<file path="config.mk">
export PLATFORM = sky130hd
export DESIGN_NAME = ddr_b2_sram_sched
export DESIGN_NICKNAME = d
export VERILOG_FILES = /design/src/rtl/ddr_b2_pkg.sv /design/src/rtl/ddr_b2_turn.sv /design/src/rtl/ddr_b2_issue.sv /design/src/rtl/ddr_b2_rdtrack.sv /design/src/rtl/ddr_b2_sram_sched.sv
export SDC_FILE = /design/constraint.sdc
export NUM_CORES = 1
export LEC_CHECK = 0
export CORE_UTILIZATION = 44
export CTS_CLUSTER_SIZE = 40
export DETAILED_ROUTE_END_ITERATION = 10
export PLACE_DENSITY_LB_ADDON = 0.25
export SLEW_MARGIN = 25
export SYNTH_ARGS = -nofsm -noshare
export SYNTH_HDL_FRONTEND = slang
export SYNTH_HIERARCHICAL = 1
export SYNTH_SLANG_ARGS = --single-unit
</file>
<file path="constraint.sdc">
create_clock -name clk -period 3 [get_ports clk]
set_clock_uncertainty 0.05 [all_clocks]
set_input_delay 0.3 -clock clk [delete_from_list [all_inputs] [get_ports clk]]
set_output_delay 0.3 -clock clk [all_outputs]
set_load 0.02 [all_outputs]
</file>
<file path="src/rtl/ddr_b2_pkg.sv">
package ddr_b2_pkg;

   // Words transferred per burst on the double data rate port.
   localparam int unsigned BURST_WORDS = 2;

   // Level driven on the read/write select pin.
   typedef enum logic {
      OP_WRITE = 1'b0,
      OP_READ  = 1'b1
   } rw_op_e;

endpackage

</file>
<file path="src/rtl/ddr_b2_turn.sv">
module ddr_b2_turn #(
   parameter int R2W_NOPS = 1
) (
   input  logic clk,
   input  logic rst_n,
   input  logic issue_rd,
   input  logic req_write,
   output logic req_ready
);

   localparam int GW = $clog2(R2W_NOPS + 1);

   logic [GW-1:0] gap_q;

   // Counts the idle cycles still owed before a write may follow a read.
   always_ff @(posedge clk or negedge rst_n) begin
      if (!rst_n) begin
         gap_q <= '0;
      end else if (issue_rd) begin
         gap_q <= GW'(R2W_NOPS);
      end else if (gap_q != '0) begin
         gap_q <= gap_q - 1'b1;
      end
   end

   // Only a write can be held; reads and writes after writes pass at once.
   assign req_ready = rst_n && !(req_write && (gap_q != '0));

   assert_rd_accept_R3: assert property (@(posedge clk) disable iff (!rst_n)
      !req_write |-> req_ready);

endmodule

</file>
<file path="src/rtl/ddr_b2_issue.sv">
module ddr_b2_issue
   import ddr_b2_pkg::*;
#(
   parameter int AW = 8,
   parameter int DW = 16,
   parameter int BW = 2
) (
   input  logic                                 clk,
   input  logic                                 rst_n,
   input  logic                                 issue,
   input  logic                                 is_wr,
   input  logic [AW-1:0]                        addr,
   input  logic [BURST_WORDS*DW-1:0]            wdata,
   input  logic [BURST_WORDS*BW-1:0]            be,
   output logic                                 ld_n,
   output logic                                 rw_n,
   output logic [AW-1:0]                        addr_o,
   output logic                                 wd_en,
   output logic [BURST_WORDS-1:0][DW-1:0]       wd,
   output logic [BURST_WORDS-1:0][BW-1:0]       bws_n
);

   rw_op_e                          op_q;
   logic                            ld_q;
   logic [AW-1:0]                   addr_q;
   logic                            wbuf_vld_q;
   logic                            wd_en_q;
   logic [BURST_WORDS-1:0][DW-1:0]  wbuf_q;
   logic [BURST_WORDS-1:0][BW-1:0]  bebuf_q;

   // Command stage: one command per cycle, idle when nothing was accepted.
   always_ff @(posedge clk or negedge rst_n) begin
      if (!rst_n) begin
         ld_q       <= 1'b0;
         op_q       <= OP_READ;
         addr_q     <= '0;
         wbuf_vld_q <= 1'b0;
         wd_en_q    <= 1'b0;
      end else begin
         ld_q       <= issue;
         wbuf_vld_q <= issue && is_wr;
         wd_en_q    <= wbuf_vld_q;
         if (issue) begin
            op_q   <= is_wr ? OP_WRITE : OP_READ;
            addr_q <= addr;
         end
      end
   end

   // Payload is parked while its command is on the pins.
   always_ff @(posedge clk) begin
      if (issue && is_wr) begin
         wbuf_q  <= wdata;
         bebuf_q <= be;
      end
   end

   // Data cycle: one register set per burst word.
   for (genvar w = 0; w < BURST_WORDS; w++) begin : g_word
      logic [DW-1:0] wd_q;
      logic [BW-1:0] bws_q;

      always_ff @(posedge clk or negedge rst_n) begin
         if (!rst_n) begin
            wd_q  <= '0;
            bws_q <= '1;
         end else if (wbuf_vld_q) begin
            wd_q  <= wbuf_q[w];
            bws_q <= ~bebuf_q[w];
         end else begin
            bws_q <= '1;
         end
      end

      assign wd[w]    = wd_q;
      assign bws_n[w] = bws_q;
   end

   assign ld_n   = !ld_q;
   assign rw_n   = logic'(op_q);
   assign addr_o = addr_q;
   assign wd_en  = wd_en_q;

   assert_wdata_follows_R5: assert property (@(posedge clk) disable iff (!rst_n)
      (!ld_n && !rw_n) |=> wd_en);

   assert_wdata_only_after_wr_R5: assert property (@(posedge clk) disable iff (!rst_n)
      wd_en |-> $past(!ld_n && !rw_n));

   assert_selects_idle_R6: assert property (@(posedge clk) disable iff (!rst_n)
      !wd_en |-> ((&bws_n[0]) && (&bws_n[1])));

endmodule

</file>
<file path="src/rtl/ddr_b2_rdtrack.sv">
module ddr_b2_rdtrack #(
   parameter int DW            = 16,
   parameter int RD_PHY_STAGES = 1
) (
   input  logic            clk,
   input  logic            rst_n,
   input  logic            issue_rd,
   input  logic            dll_bypass,
   input  logic [DW-1:0]   q0,
   input  logic [DW-1:0]   q1,
   output logic            rsp_valid,
   output logic [2*DW-1:0] rsp_data
);

   localparam int DEPTH   = RD_PHY_STAGES + 3;
   localparam int TAP_BYP = RD_PHY_STAGES + 1;
   localparam int TAP_DLL = RD_PHY_STAGES + 2;

   logic [DEPTH-1:0] pend_q;
   logic             capture;
   logic             valid_q;
   logic [2*DW-1:0]  data_q;

   // One bit per cycle since issue; the strap picks the tap.
   always_ff @(posedge clk or negedge rst_n) begin
      if (!rst_n) begin
         pend_q <= '0;
      end else begin
         pend_q <= {pend_q[DEPTH-2:0], issue_rd};
      end
   end

   assign capture = dll_bypass ? pend_q[TAP_BYP] : pend_q[TAP_DLL];

   always_ff @(posedge clk or negedge rst_n) begin
      if (!rst_n) begin
         valid_q <= 1'b0;
         data_q  <= '0;
      end else begin
         valid_q <= capture;
         if (capture) begin
            data_q <= {q1, q0};
         end
      end
   end

   assign rsp_valid = valid_q;
   assign rsp_data  = data_q;

   assert_bypass_latency_R7: assert property (@(posedge clk) disable iff (!rst_n)
      dll_bypass |-> (rsp_valid == $past(issue_rd, RD_PHY_STAGES + 3)));

   assert_dll_latency_R8: assert property (@(posedge clk) disable iff (!rst_n)
      !dll_bypass |-> (rsp_valid == $past(issue_rd, RD_PHY_STAGES + 4)));

   assert_strap_stable_R8: assert property (@(posedge clk) disable iff (!rst_n)
      $stable(dll_bypass));

endmodule

</file>
<file path="src/rtl/ddr_b2_sram_sched.sv">
module ddr_b2_sram_sched
   import ddr_b2_pkg::*;
#(
   parameter int AW            = 8,
   parameter int DW            = 16,
   parameter int BW            = 2,
   parameter int R2W_NOPS      = 1,
   parameter int RD_PHY_STAGES = 1
) (
   input  logic            clk,
   input  logic            rst_n,
   input  logic            dll_bypass,
   input  logic            req_valid,
   output logic            req_ready,
   input  logic            req_write,
   input  logic [AW-1:0]   req_addr,
   input  logic [2*DW-1:0] req_wdata,
   input  logic [2*BW-1:0] req_be,
   output logic            sram_ld_n,
   output logic            sram_rw_n,
   output logic [AW-1:0]   sram_addr,
   output logic            sram_wd_en,
   output logic [DW-1:0]   sram_wd0,
   output logic [DW-1:0]   sram_wd1,
   output logic [BW-1:0]   sram_bws0_n,
   output logic [BW-1:0]   sram_bws1_n,
   input  logic [DW-1:0]   sram_q0,
   input  logic [DW-1:0]   sram_q1,
   output logic            rsp_valid,
   output logic [2*DW-1:0] rsp_data
);

   // Elaboration-time parameter checks.
   if (R2W_NOPS < 1 || R2W_NOPS > 2) begin : g_bad_r2w
      $error("R2W_NOPS must be 1 or 2");
   end
   if (RD_PHY_STAGES < 0 || RD_PHY_STAGES > 3) begin : g_bad_phy
      $error("RD_PHY_STAGES must lie in 0..3");
   end
   if (BW < 1 || (DW % BW) != 0) begin : g_bad_lanes
      $error("DW must be a multiple of BW");
   end
   if (BURST_WORDS != 2) begin : g_bad_burst
      $error("only a burst of two words is supported");
   end

   logic                            issue;
   logic                            issue_rd;
   logic [BURST_WORDS-1:0][DW-1:0]  wd_w;
   logic [BURST_WORDS-1:0][BW-1:0]  bws_w;

   assign issue    = req_valid && req_ready;
   assign issue_rd = issue && !req_write;

   ddr_b2_turn #(
      .R2W_NOPS (R2W_NOPS)
   ) u_turn (
      .clk       (clk),
      .rst_n     (rst_n),
      .issue_rd  (issue_rd),
      .req_write (req_write),
      .req_ready (req_ready)
   );

   ddr_b2_issue #(
      .AW (AW),
      .DW (DW),
      .BW (BW)
   ) u_issue (
      .clk    (clk),
      .rst_n  (rst_n),
      .issue  (issue),
      .is_wr  (req_write),
      .addr   (req_addr),
      .wdata  (req_wdata),
      .be     (req_be),
      .ld_n   (sram_ld_n),
      .rw_n   (sram_rw_n),
      .addr_o (sram_addr),
      .wd_en  (sram_wd_en),
      .wd     (wd_w),
      .bws_n  (bws_w)
   );

   assign sram_wd0    = wd_w[0];
   assign sram_wd1    = wd_w[1];
   assign sram_bws0_n = bws_w[0];
   assign sram_bws1_n = bws_w[1];

   ddr_b2_rdtrack #(
      .DW            (DW),
      .RD_PHY_STAGES (RD_PHY_STAGES)
   ) u_rdtrack (
      .clk        (clk),
      .rst_n      (rst_n),
      .issue_rd   (issue_rd),
      .dll_bypass (dll_bypass),
      .q0         (sram_q0),
      .q1         (sram_q1),
      .rsp_valid  (rsp_valid),
      .rsp_data   (rsp_data)
   );

   // Port-level command checks.
   logic rd_cmd;
   logic wr_cmd;
   assign rd_cmd = !sram_ld_n && sram_rw_n;
   assign wr_cmd = !sram_ld_n && !sram_rw_n;

   assert_cmd_from_accept_R2: assert property (@(posedge clk) disable iff (!rst_n)
      (!sram_ld_n) == $past(req_valid && req_ready));

   assert_turnaround_one_R4: assert property (@(posedge clk) disable iff (!rst_n)
      wr_cmd |-> !$past(rd_cmd));

   if (R2W_NOPS > 1) begin : g_second_nop
      assert_turnaround_two_R4: assert property (@(posedge clk) disable iff (!rst_n)
         wr_cmd |-> !$past(rd_cmd, 2));
   end

endmodule

</file>
# After elaboration in Yosys (flattened, before gate mapping)
# Cells that the tools add are included.
# totals
register_bits	122
out_inout_bits	81
# classes
mux	6
n_addsub	1
n_reduce_logical	8
n_bitwise	2
# op_table
cell	count
1-bit logical AND	5
1-bit two-way mux	4
2-bit two-way mux	2
2-bit NOT	2
1-bit logical NOT	3
1-bit subtractor (second input constant)	1

# Logic depth before layout (Yosys ltp)
# Gate-level depths: netlist (run 1).
# logic_depth
word_depth	6
depth_mapped	4

# Modules after synthesis
# Netlist (run 1), hierarchy kept.
# modules_own_cells
mod	cells_per_inst	seq_area_each_um2	n_inst	area_each_um2
ddr_b2_issue	137	2288.4	1	2942.8
ddr_b2_rdtrack	74	925.9	1	1455.1
ddr_b2_turn	2	25.0	1	36.3
ddr_b2_sram_sched	2	0.0	1	15.0

# Worst setup path before layout (run 1)
# OpenSTA, ideal clock, no wires.
# synth_timing
path_type	register -> register
startpoint	reg u_turn.gap_q
endpoint	reg u_issue/bebuf_q[0] in the netlist's numbering, enable pin
path_buffers	1
stages_incl_launch_ff	5
setup_time_ns	0.397
t_arrival_ns	1.955
period_less_slack_ns	2.402
required_time_ns	2.553
slack_ns	0.598
path_cell_list	dfrtp_1 > a21boi_2 > and2_1 > buf_2 > and2_1
# synth_between
elab_chain_cells	5
# synth_lines
item	line	rtl
start, declared	ddr_b2_turn.sv:13	logic [GW-1:0] gap_q;
start signal, assigned	ddr_b2_turn.sv:20	gap_q <= GW'(R2W_NOPS);
start signal, assigned	ddr_b2_turn.sv:22	gap_q <= gap_q - 1'b1;
1-bit logical AND	ddr_b2_turn.sv:27	assign req_ready = rst_n && !(req_write && (gap_q != '0));
1-bit logical NOT	ddr_b2_turn.sv:27	
1-bit logical AND	ddr_b2_turn.sv:27	
via req_ready	ddr_b2_sram_sched.sv:14	output logic req_ready,
1-bit logical AND	ddr_b2_sram_sched.sv:52	assign issue = req_valid && req_ready;
via issue	ddr_b2_sram_sched.sv:47	logic issue;
1-bit logical AND	ddr_b2_issue.sv:52	if (issue && is_wr) begin
end signal, assigned	ddr_b2_issue.sv:54	bebuf_q <= be;
end, declared	ddr_b2_issue.sv:29	logic [BURST_WORDS-1:0][BW-1:0] bebuf_q;
# The timed path passes the listed nets, and every way through them passes these cells.
# A chain may end at the register's enable or synchronous reset.

# Worst setup path in the final report (run 1)
# layout_timing
startpoint	in rst_n
endpoint	out req_ready
# layout_between
elab_chain_cells	1
# layout_lines
item	line	rtl
start, declared	ddr_b2_sram_sched.sv:11	input logic rst_n,
1-bit logical AND	ddr_b2_turn.sv:27	
end, declared	ddr_b2_sram_sched.sv:14	
# No other way between the ends.

==> results of run 1 <==
==> layer usage <==
metal / GRT usage [%] / share of wire [%]
met5: 0 / 0
met4: 5.93 / 0.67
met3: 7.19 / 7.6
met2: 26.2 / 49
met1: 23.4 / 43
==> repair_timing <==
action	in CTS	in global routing
endpoints found under the hold margin	37	0
hold buffers	1	0
resized for setup	0	0
==> power by group <==
part	switching [mW]	total (mW)	internal (mW)
sequential	0.125	2.07	1.94
clock	0.758	1.87	1.11
combinational	0.469	1.14	0.676
==> Yosys cell counts (all sizes together) <==
master / count / area (sq um)
a21boi: 1 / 11.3
nand2: 4 / 15.0
dfstp: 5 / 131
edfxtp: 36 / 1080
inv: 3 / 11.3
mux2i: 2 / 32.5
buf: 8 / 101
mux2: 72 / 1020
and2: 2 / 12.5
dfrtp: 81 / 2030
and3b: 1 / 8.76
==> metrics by stage <==
step	setup slack (ps)	std cells
finish	910	540
global route	854	540
CTS	887	540
detailed placement	841	507
global placement	883	507
floorplan	598	215
==> worst max-delay path, cell delays in order <==
cell	delay [ps]
dlygate4sd3_1	520
buf_4	120
a21boi_2	170
clkdlybuf4s50_1	630
==> how the worst min path moves through the flow <==
stage                              from             endpoint  slack (ps)  depth (start not counted)
global route              req_wdata[16]   u_issue/wbuf_q[16]         280                          1
floorplan                         rst_n    u_issue/addr_o[0]         -50                          0
CTS                           req_be[1]   u_issue/bebuf_q[1]         290                          1
finish              u_rdtrack/pend_q[1]  u_rdtrack/pend_q[2]         300                          0
global placement    u_rdtrack/pend_q[0]  u_rdtrack/pend_q[1]         280                          0
detailed placement  u_rdtrack/pend_q[0]  u_rdtrack/pend_q[1]         290                          0
==> final cells by class <==
type / count / area [sq um]
fillers: 663 / 3040
inverters: 3 / 11.3
clock buffers: 17 / 414
clock inverters: 15 / 141
well taps: 133 / 166
multi-input cells: 82 / 1100
repair buffers: 168 / 1660
flip-flops and latches: 122 / 3240
==> kinds of logic after synthesis <==
family | after synthesis
flops | 122
mux | 74
buf+inv | 11
simple gates | 7
compound gates | 1
==> sequential cells by signal (all words and copies together) (netlist names) <==
name and flops:
u_issue/addr_o 8, u_issue/bebuf_q 4, u_issue/g_word.bws_q 4, u_issue/g_word.wd_q 32
u_issue/ld_q 1, u_issue/rw_n 1, u_issue/wbuf_q 32, u_issue/wbuf_vld_q 1
u_issue/wd_en 1, u_rdtrack/pend_q 4, u_rdtrack/rsp_data 32, u_rdtrack/rsp_valid 1
u_turn/gap_q 1
==> reports/qor.yml, run 1 <==
antenna_left: 0
cts_sinks: 122
grt_pass1_vias: 2590
reg2regPathDepth: 3
hold_viol_final: 0
io_buffer_count: 161
synth-adder-area-share_pct: 0
synth_nets: 296
synth-simple-area-share_pct: 0.816
crit_fanout: 3
cts_buffers: 17
rsz0062_at_grt: "no"
h-tree-depth: 4
final_common_cell: "clkdlybuf4s50_1"
min_path_type: "flop to flop"
grt_overflow: 0
rrSetupSlack_ps: 1360
drt_first_pass_iters: 4
grt_first_pass_wirelength_um: 13400
endpoint_kind: "output port"
synth-seq-cells: 122
setup_viol: 0
dp_hpwl_um: 5980
dr.first_iter.drc_count: 104
drv_slew: 0
routabilityCongestion: 0.699
post-route-util_pct: 68.9
drt_wl_total_um: 8810
syn_inst: 215
nNetsFinal: 475
fin_worst_hold_slack_ps: 302
r2r-end: "u_rdtrack/rsp_data[0]"
placed_cell_area_sq_um: 6170
n_antenna_cell: 0
grt_util_all_layers_pct: 17.6
clk_path_buf_depth: 2
relSlewSlack_pct: 60.4
period_needed_ps: 2090
drv_cap: 0
synth_compound_area_share_pct: 0.253
synthToLayoutAreaGrowth_pct: 51.4
arrival_ps: 1740
grt_antenna_before_repair: 0
postCtsSetupRepairBufs: 0
io_pins: 162
cp.required_ps: 2650
rr_startpoint: "u_rdtrack/pend_q[2]"
run_status: "complete, no violations"
critical_path.endpoint: "req_ready"
clk_pin_slew_ps: 60
die_width_um: 103
tns_ps: 0
power.total_mw: 5.08
root_buffer: "clkbuf_8"
die-area_sq_um: 10500
synth_top_family_by_area: "multiplexers"
synth_xor_xnor_area_share_pct: 0
yosys_warnings: 6
routed_via_density: 4.54
fmax_mhz: 478
synth_area_sq_um: 4450
clk_latency_ps: 490
synth_mux_area_share_pct: 23.6
core_sq_um: 9770
period_share_pct: 69.7
rows: 36
critPathKind: "input pin to output port"
ir_drop_v: 0.000438
worst_pin_slew_ps: 593
ys_seq_area_share_pct: 72.8
grt_max_degree: 45
syn_area_per_cell_sq_um: 20.7
drc: 0
final_cell_mix: "clkdlybuf4s50_1 (160), dfrtp_1 (80), mux2_4 (55), edfxtp_1 (36), mux2_2 (17)"
critPathLaunch: "rst_n"
wire_per_inst_um: 16.3
num_vias: 2453
die_y_um: 103
drive_gt1_share_pct: 29.2
start_util_pct: 45.5
finish.instance_area_sq_um: 6740
p_per_area_nw_per_um2: 754
p_leak_nw: 2.84
ys_types: 15
start_kind: "input pin"
cts_tree: "built"
Note: power is estimated with default switching activity, not from simulation.
==> run 2, diff against run 1 <==
--- a/config.mk
+++ b/config.mk
@@ -5,7 +5,7 @@
 export SDC_FILE = /design/constraint.sdc
 export NUM_CORES = 1
 export LEC_CHECK = 0
-export CORE_UTILIZATION = 44
+export CORE_UTILIZATION = 40
 export CTS_CLUSTER_SIZE = 40
 export DETAILED_ROUTE_END_ITERATION = 10
 export PLACE_DENSITY_LB_ADDON = 0.25
==> constraint.sdc (replaced) <==
create_clock -name clk -period 1.85 [get_ports clk]
set_clock_uncertainty 0.05 [all_clocks]
set_input_delay 0.185 -clock clk [delete_from_list [all_inputs] [get_ports clk]]
set_output_delay 0.185 -clock clk [all_outputs]
set_load 0.02 [all_outputs]
==> run 2 against run 1 <==
Hold slack worse by 120 ps. Total power up 62%. Final cell count increased by 2.0%. Core utilization is 5.9 points lower. Combinational power is 64% higher. First-iteration DRC count grew 14%. Sequential power is 61% higher. Largest power group unchanged.
==> reports/qor.yml, run 2 (synthesized netlist as in run 1, its figures left out) <==
io_buffer_count: 161
arrival_ps: 1520
drc: 0
nNetsFinal: 479
dpl.cell_count: 518
fill_cells: 811
drv_slew: 0
antenna_left: 0
critical_path.endpoint: "sram_ld_n"
final_common_cell: "clkdlybuf4s50_1"
cts_tree: "built"
dr.first_iter.drc_count: 119
core_sq_um: 10800
reg2regPathDepth: 4
fmax_mhz: 571
final_cell_mix: "clkdlybuf4s50_1 (154), dfrtp_1 (80), mux2_4 (55), edfxtp_1 (36), mux2_2 (17)"
p_switching_mw: 2.15
p_per_area_nw_per_um2: 1200
p_leak_nw: 2.87
tns_ps: 0
grt_util_all_layers_pct: 16.9
clkPwrFrac_pct: 36.5
grt_pass1_vias: 2642
rows: 38
cp.depth: 2
period_needed_ps: 1750
min_path_type: "input pin to flop"
period_share_pct: 94.6
critPathMaxStageDelay_ps: 600
final_cells: 551
post-place-ws_ps: 49.3
fin_worst_hold_slack_ps: 178
grt_first_pass_wirelength_um: 14000
cp_cell_sequence: "inv_1 -> clkdlybuf4s50_1"
ir_drop_v: 0.000686
finish.instance_area_sq_um: 6830
fin_ws_ps: 99.5
io_pins: 162
wl_met2_um: 4330
drv_cap: 0
placed_cell_area_sq_um: 6270
drt-met1-wl_um: 3900
drive_gt1_share_pct: 29.9
start_kind: "flop"
n_antenna_cell: 0
crit_fanout: 1
clk_pin_slew_ps: 60
rrSetupSlack_ps: 400
routed_via_density: 4.47
drt_first_pass_iters: 6
swShare_pct: 26.1
clk_latency_ps: 510
r2r-end: "u_issue/bebuf_q[1]"
critical_path.slowest_cell: "clkdlybuf4s50_1"
critPathKind: "flop to output port"
run_status: "complete, no violations"
h-tree-depth: 4
wire_per_inst_um: 16.3
rsz0062_at_grt: "no"
power.internal_mw: 6.07
root_buffer: "clkbuf_8"
worst_pin_slew_ps: 479
die_y_um: 107
drt_wl_total_um: 8980
critPathBufInv: 2
hold_viol_final: 0
grt_max_degree: 87
dp_hpwl_um: 6090
power.total_mw: 8.21
die-area_sq_um: 11500
grt_overflow: 0
cp.required_ps: 1620
critPathLaunch: "u_issue/ld_q"
cp_top_family: "buffers and inverters"
wl_met3_um: 568
start_util_pct: 41.0
pwr-share-comb_pct: 22.8
synthToLayoutAreaGrowth_pct: 53.5
post-route-util_pct: 63.0
relSlewSlack_pct: 68.0
clk_path_buf_depth: 2
seqPwrFrac_pct: 40.7
setup_viol: 0
cts_sinks: 122
rr_startpoint: "u_turn/gap_q"
grt_antenna_before_repair: 0
endpoint_kind: "output port"
cts_buffers: 17
highest_layer: "met4"
num_vias: 2465
routabilityCongestion: 0.739
die_width_um: 107
==> run 2: changes by cell type in the layout (fill, tap and decap cells not counted), moves of 2 or more <==
cell and change:
clkinvlp_4 +2, clkdlybuf4s50_1 -6, buf_12 +5, inv_6 -3
dlygate4sd2_1 +6
==> run 2: worst min-delay path by stage <==
stage	startpoint	to	slack (ps)	cells past startpoint
6_report	req_wdata[16]	u_issue/wbuf_q[16]	180	1
3_5_place_dp	rst_n	u_issue/g_word[0].wd_q[2]	280	2
3_3_place_gp	rst_n	u_issue/g_word[0].wd_q[2]	290	2
5_1_grt	req_wdata[5]	u_issue/wbuf_q[5]	150	1
2_1_floorplan	rst_n	u_issue/addr_o[0]	-160	0
4_1_cts	req_wdata[16]	u_issue/wbuf_q[16]	140	1
==> run 2: repair_timing <==
item,in CTS,in global routing
hold buffers,1,0
buffers inserted,0,0
resized for setup,6,0
hold endpoints to repair,81,0
setup endpoints to repair,6,0
==> run 2: cell type report <==
type,count,area (sq um),share of cell area [%]
inverter,3,11.3,0.165
clock buffer,18,428,6.27
clock inverter,14,124,1.81
multi-input combinational,82,1100,16.1
sequential,122,3240,47.5
timing repair buffer,172,1750,25.6
tap,140,175,2.57
==> run 2: routing by layer <==
metal | GRT usage (%) | vias up
li1 | - | 1142
met3 | 5.93 | 15
met1 | 21.6 | 1206
met4 | 8.61 | 0
met5 | 0 | -
met2 | 25.5 | 102
==> run 2: worst register-to-register path, delay by kind of cell (launching register included) <==
family | cells | cell delay (ps)
AOI/OAI and AO/OA | 1 | 170
buffers and inverters | 1 | 180
DFF | 1 | 370
and+or+nand+nor | 2 | 390
==> run 2: power groups by stage <==
stage	Combinational (mW)	Clock, mW	Sequential, mW
6_report	1.87	3.00	3.34
5_1_grt	1.97	3.21	3.38
4_1_cts	1.90	3.10	3.34
3_5_place_dp	1.90	0	3.38
3_3_place_gp	1.87	0	3.38
2_1_floorplan	0.509	0	3.77
==> run 3, diff against run 2 <==
--- a/config.mk
+++ b/config.mk
@@ -5,12 +5,12 @@
 export SDC_FILE = /design/constraint.sdc
 export NUM_CORES = 1
 export LEC_CHECK = 0
-export CORE_UTILIZATION = 40
+export CORE_UTILIZATION = 39
 export CTS_CLUSTER_SIZE = 40
 export DETAILED_ROUTE_END_ITERATION = 10
 export PLACE_DENSITY_LB_ADDON = 0.25
+export SKIP_CTS_REPAIR_TIMING = 1
 export SLEW_MARGIN = 25
 export SYNTH_ARGS = -nofsm -noshare
 export SYNTH_HDL_FRONTEND = slang
-export SYNTH_HIERARCHICAL = 1
 export SYNTH_SLANG_ARGS = --single-unit
==> run 3 against run 2 <==
Via count grew 1.4%. Largest cell class unchanged. Register-to-register slack gained 100 ps. Area after synthesis shrank 3.8%. Final area shrank 1.2%. Sequential share of layout area grew 0.16 points. Synthesized cell count grew 0.47%. Setup slack gained 15 ps. Critical path type unchanged. Clock-buffer cell count grew 1. Global-route usage shrank 0.42 points. Critical endpoint unchanged. Die area shrank 1.3%. Largest power group is now clock.
==> reports/qor.yml, run 3 <==
routabilityCongestion: 0.701
relSlewSlack_pct: 52.4
period_needed_ps: 1740
synth_area_sq_um: 4280
synthToLayoutAreaGrowth_pct: 57.6
drv_slew: 0
arrival_ps: 1500
rows: 37
cts_tree: "built"
ir_drop_v: 0.000754
yosys_warnings: 0
die-area_sq_um: 11400
drive_gt1_share_pct: 28.0
core_sq_um: 10500
clk_path_buf_depth: 2
min_path_type: "input pin to async pin"
drv_cap: 0
crit_fanout: 1
synth_xor_xnor_area_share_pct: 0
power.total_mw: 8.58
start_util_pct: 40.9
n_antenna_cell: 0
syn_area_per_cell_sq_um: 19.8
synth_compound_area_share_pct: 0.584
grt_overflow: 0
clk_pin_slew_ps: 50
ys_seq_area_share_pct: 75.1
drt_first_pass_iters: 4
critPathKind: "flop to output port"
grt_max_degree: 80
grt_antenna_before_repair: 0
drc: 0
cts_buffers: 17
multi_input_area_sq_um: 1010
drt_wl_total_um: 8740
synth-seq-cells: 121
clk_latency_ps: 500
fmax_mhz: 576
synth-adder-area-share_pct: 0
io_buffer_count: 161
tns_ps: 0
p_leak_nw: 2.82
final_common_cell: "clkdlybuf4s50_1"
synth_mux_area_share_pct: 22.0
synthTopCellsByArea: "dfrtp_1 (47%), edfxtp_1 (25%), mux2_2 (11%)"
rsz0062_at_grt: "no"
io_pins: 162
setup_viol: 0
syn_inst: 216
synth.most_common_cell: "dfrtp_1"
die_width_um: 107
h-tree-depth: 4
netlist_top_cells_count: "dfrtp_1 (80), mux2_2 (43), edfxtp_1 (36), mux2_4 (29)"
die_y_um: 107
synth_top_area_share_pct: 46.8
run_status: "complete, no violations"
nNetsFinal: 475
synth-simple-area-share_pct: 0.701
synth_nets: 297
cts_sinks: 121
period_share_pct: 93.8
synthArstFlopShare_pct: 70.2
reg2regPathDepth: 2
dp_hpwl_um: 5750
synth-main-ff-cell: "dfrtp_1"
final_cell_mix: "clkdlybuf4s50_1 (154), dfrtp_1 (80), mux2_2 (43), edfxtp_1 (36), mux2_4 (29)"
p_per_area_nw_per_um2: 1270
fill_cells: 788
endpoint_kind: "output port"
num_vias: 2499
wire_per_inst_um: 16.1
ff_latch_area_sq_um: 3210
root_buffer: "clkbuf_8"
synth_edf_count: 36
grt_first_pass_wirelength_um: 14100
antenna_left: 0
synth_top_family_by_area: "multiplexers"
cp.required_ps: 1620
start_kind: "flop"
grt_pass1_vias: 2811
hold_viol_final: 0
dr.first_iter.drc_count: 67
grt_util_all_layers_pct: 16.5
routed_via_density: 4.60
worst_pin_slew_ps: 713
ys_types: 15
synth_top_area_cell: "dfrtp_1"
==> run 3: changes by cell type in the layout (fill, tap and decap cells not counted), moves of 4 or more <==
cell	before	now
buf_4	6	2
bufinv_16	1	5
clkinvlp_4	6	2
dlygate4sd2_1	6	0
dlymetal6s2s_1	0	6
mux2_2	17	43
mux2_4	55	29
==> run 3: report_power, final <==
| group | leakage (nW) | switching (mW) | internal, mW | total [mW] |
|---|---|---|---|---|
| clock | 0.303 | 1.12 | 2.35 | 3.47 |
| sequential | 1.34 | 0.188 | 3.12 | 3.31 |
| combinational | 1.18 | 0.762 | 1.04 | 1.80 |
==> run 3: logic make-up after synthesis <==
family / after synthesis
flip-flops: 121
buffers and inverters: 11
AO/OA/AOI/OAI: 4
multiplexers: 73
AND/OR/NAND/NOR: 7
==> run 3: cell type report <==
| class | count | share of cell area [%] |
|---|---|---|
| sequential | 121 | 47.6 |
| tap | 136 | 2.52 |
| multi-input combinational | 84 | 14.9 |
| clock buffer | 19 | 6.40 |
| timing repair buffer | 167 | 25.4 |
| clock inverter | 13 | 2.97 |
| inverter | 3 | 0.167 |
==> run 3: path summary, 6_finish.rpt <==
check                                         start                     to  slack (ps)
worst min-delay path                          rst_n      u_issue.addr_o[1]          80
worst min register to register  u_rdtrack.pend_q[1]    u_rdtrack.pend_q[2]         310
worst max register to register  u_rdtrack.pend_q[0]      u_issue.addr_o[1]         500
min in group clk                      req_wdata[14]     u_issue.wbuf_q[14]         190
worst max-delay path                   u_issue.ld_q              sram_ld_n         110
max in group asynchronous                     rst_n  u_rdtrack.rsp_data[1]         770
==> run 3: critical path: stages, from the launching register on <==
cell and delay [ps]:
dfrtp_1 360, inv_1 50, clkdlybuf4s50_1 600
==> run 3: routing by layer <==
layer,vias up,wire (um),GRT usage (%)
met5,-,0,0
met4,0,73,8.22
met3,7,732,6.38
met2,113,4200,26.0
met1,1243,3730,19.7
li1,1136,-,-
==> run 3: metrics by stage <==
step                cells  hold slack [ps]  utilization (%)  cell area (sq um)  worst slack [ps]
floorplan             216             -161                -               4290             -24.6
global placement      510            -37.4             58.2               6090               111
detailed placement    510            -33.0             58.2               6090              83.5
CTS                   542             -575             64.2               6720              -207
global route          543             84.6             64.5               6750              43.4
finish                543             77.2             64.5               6750               115
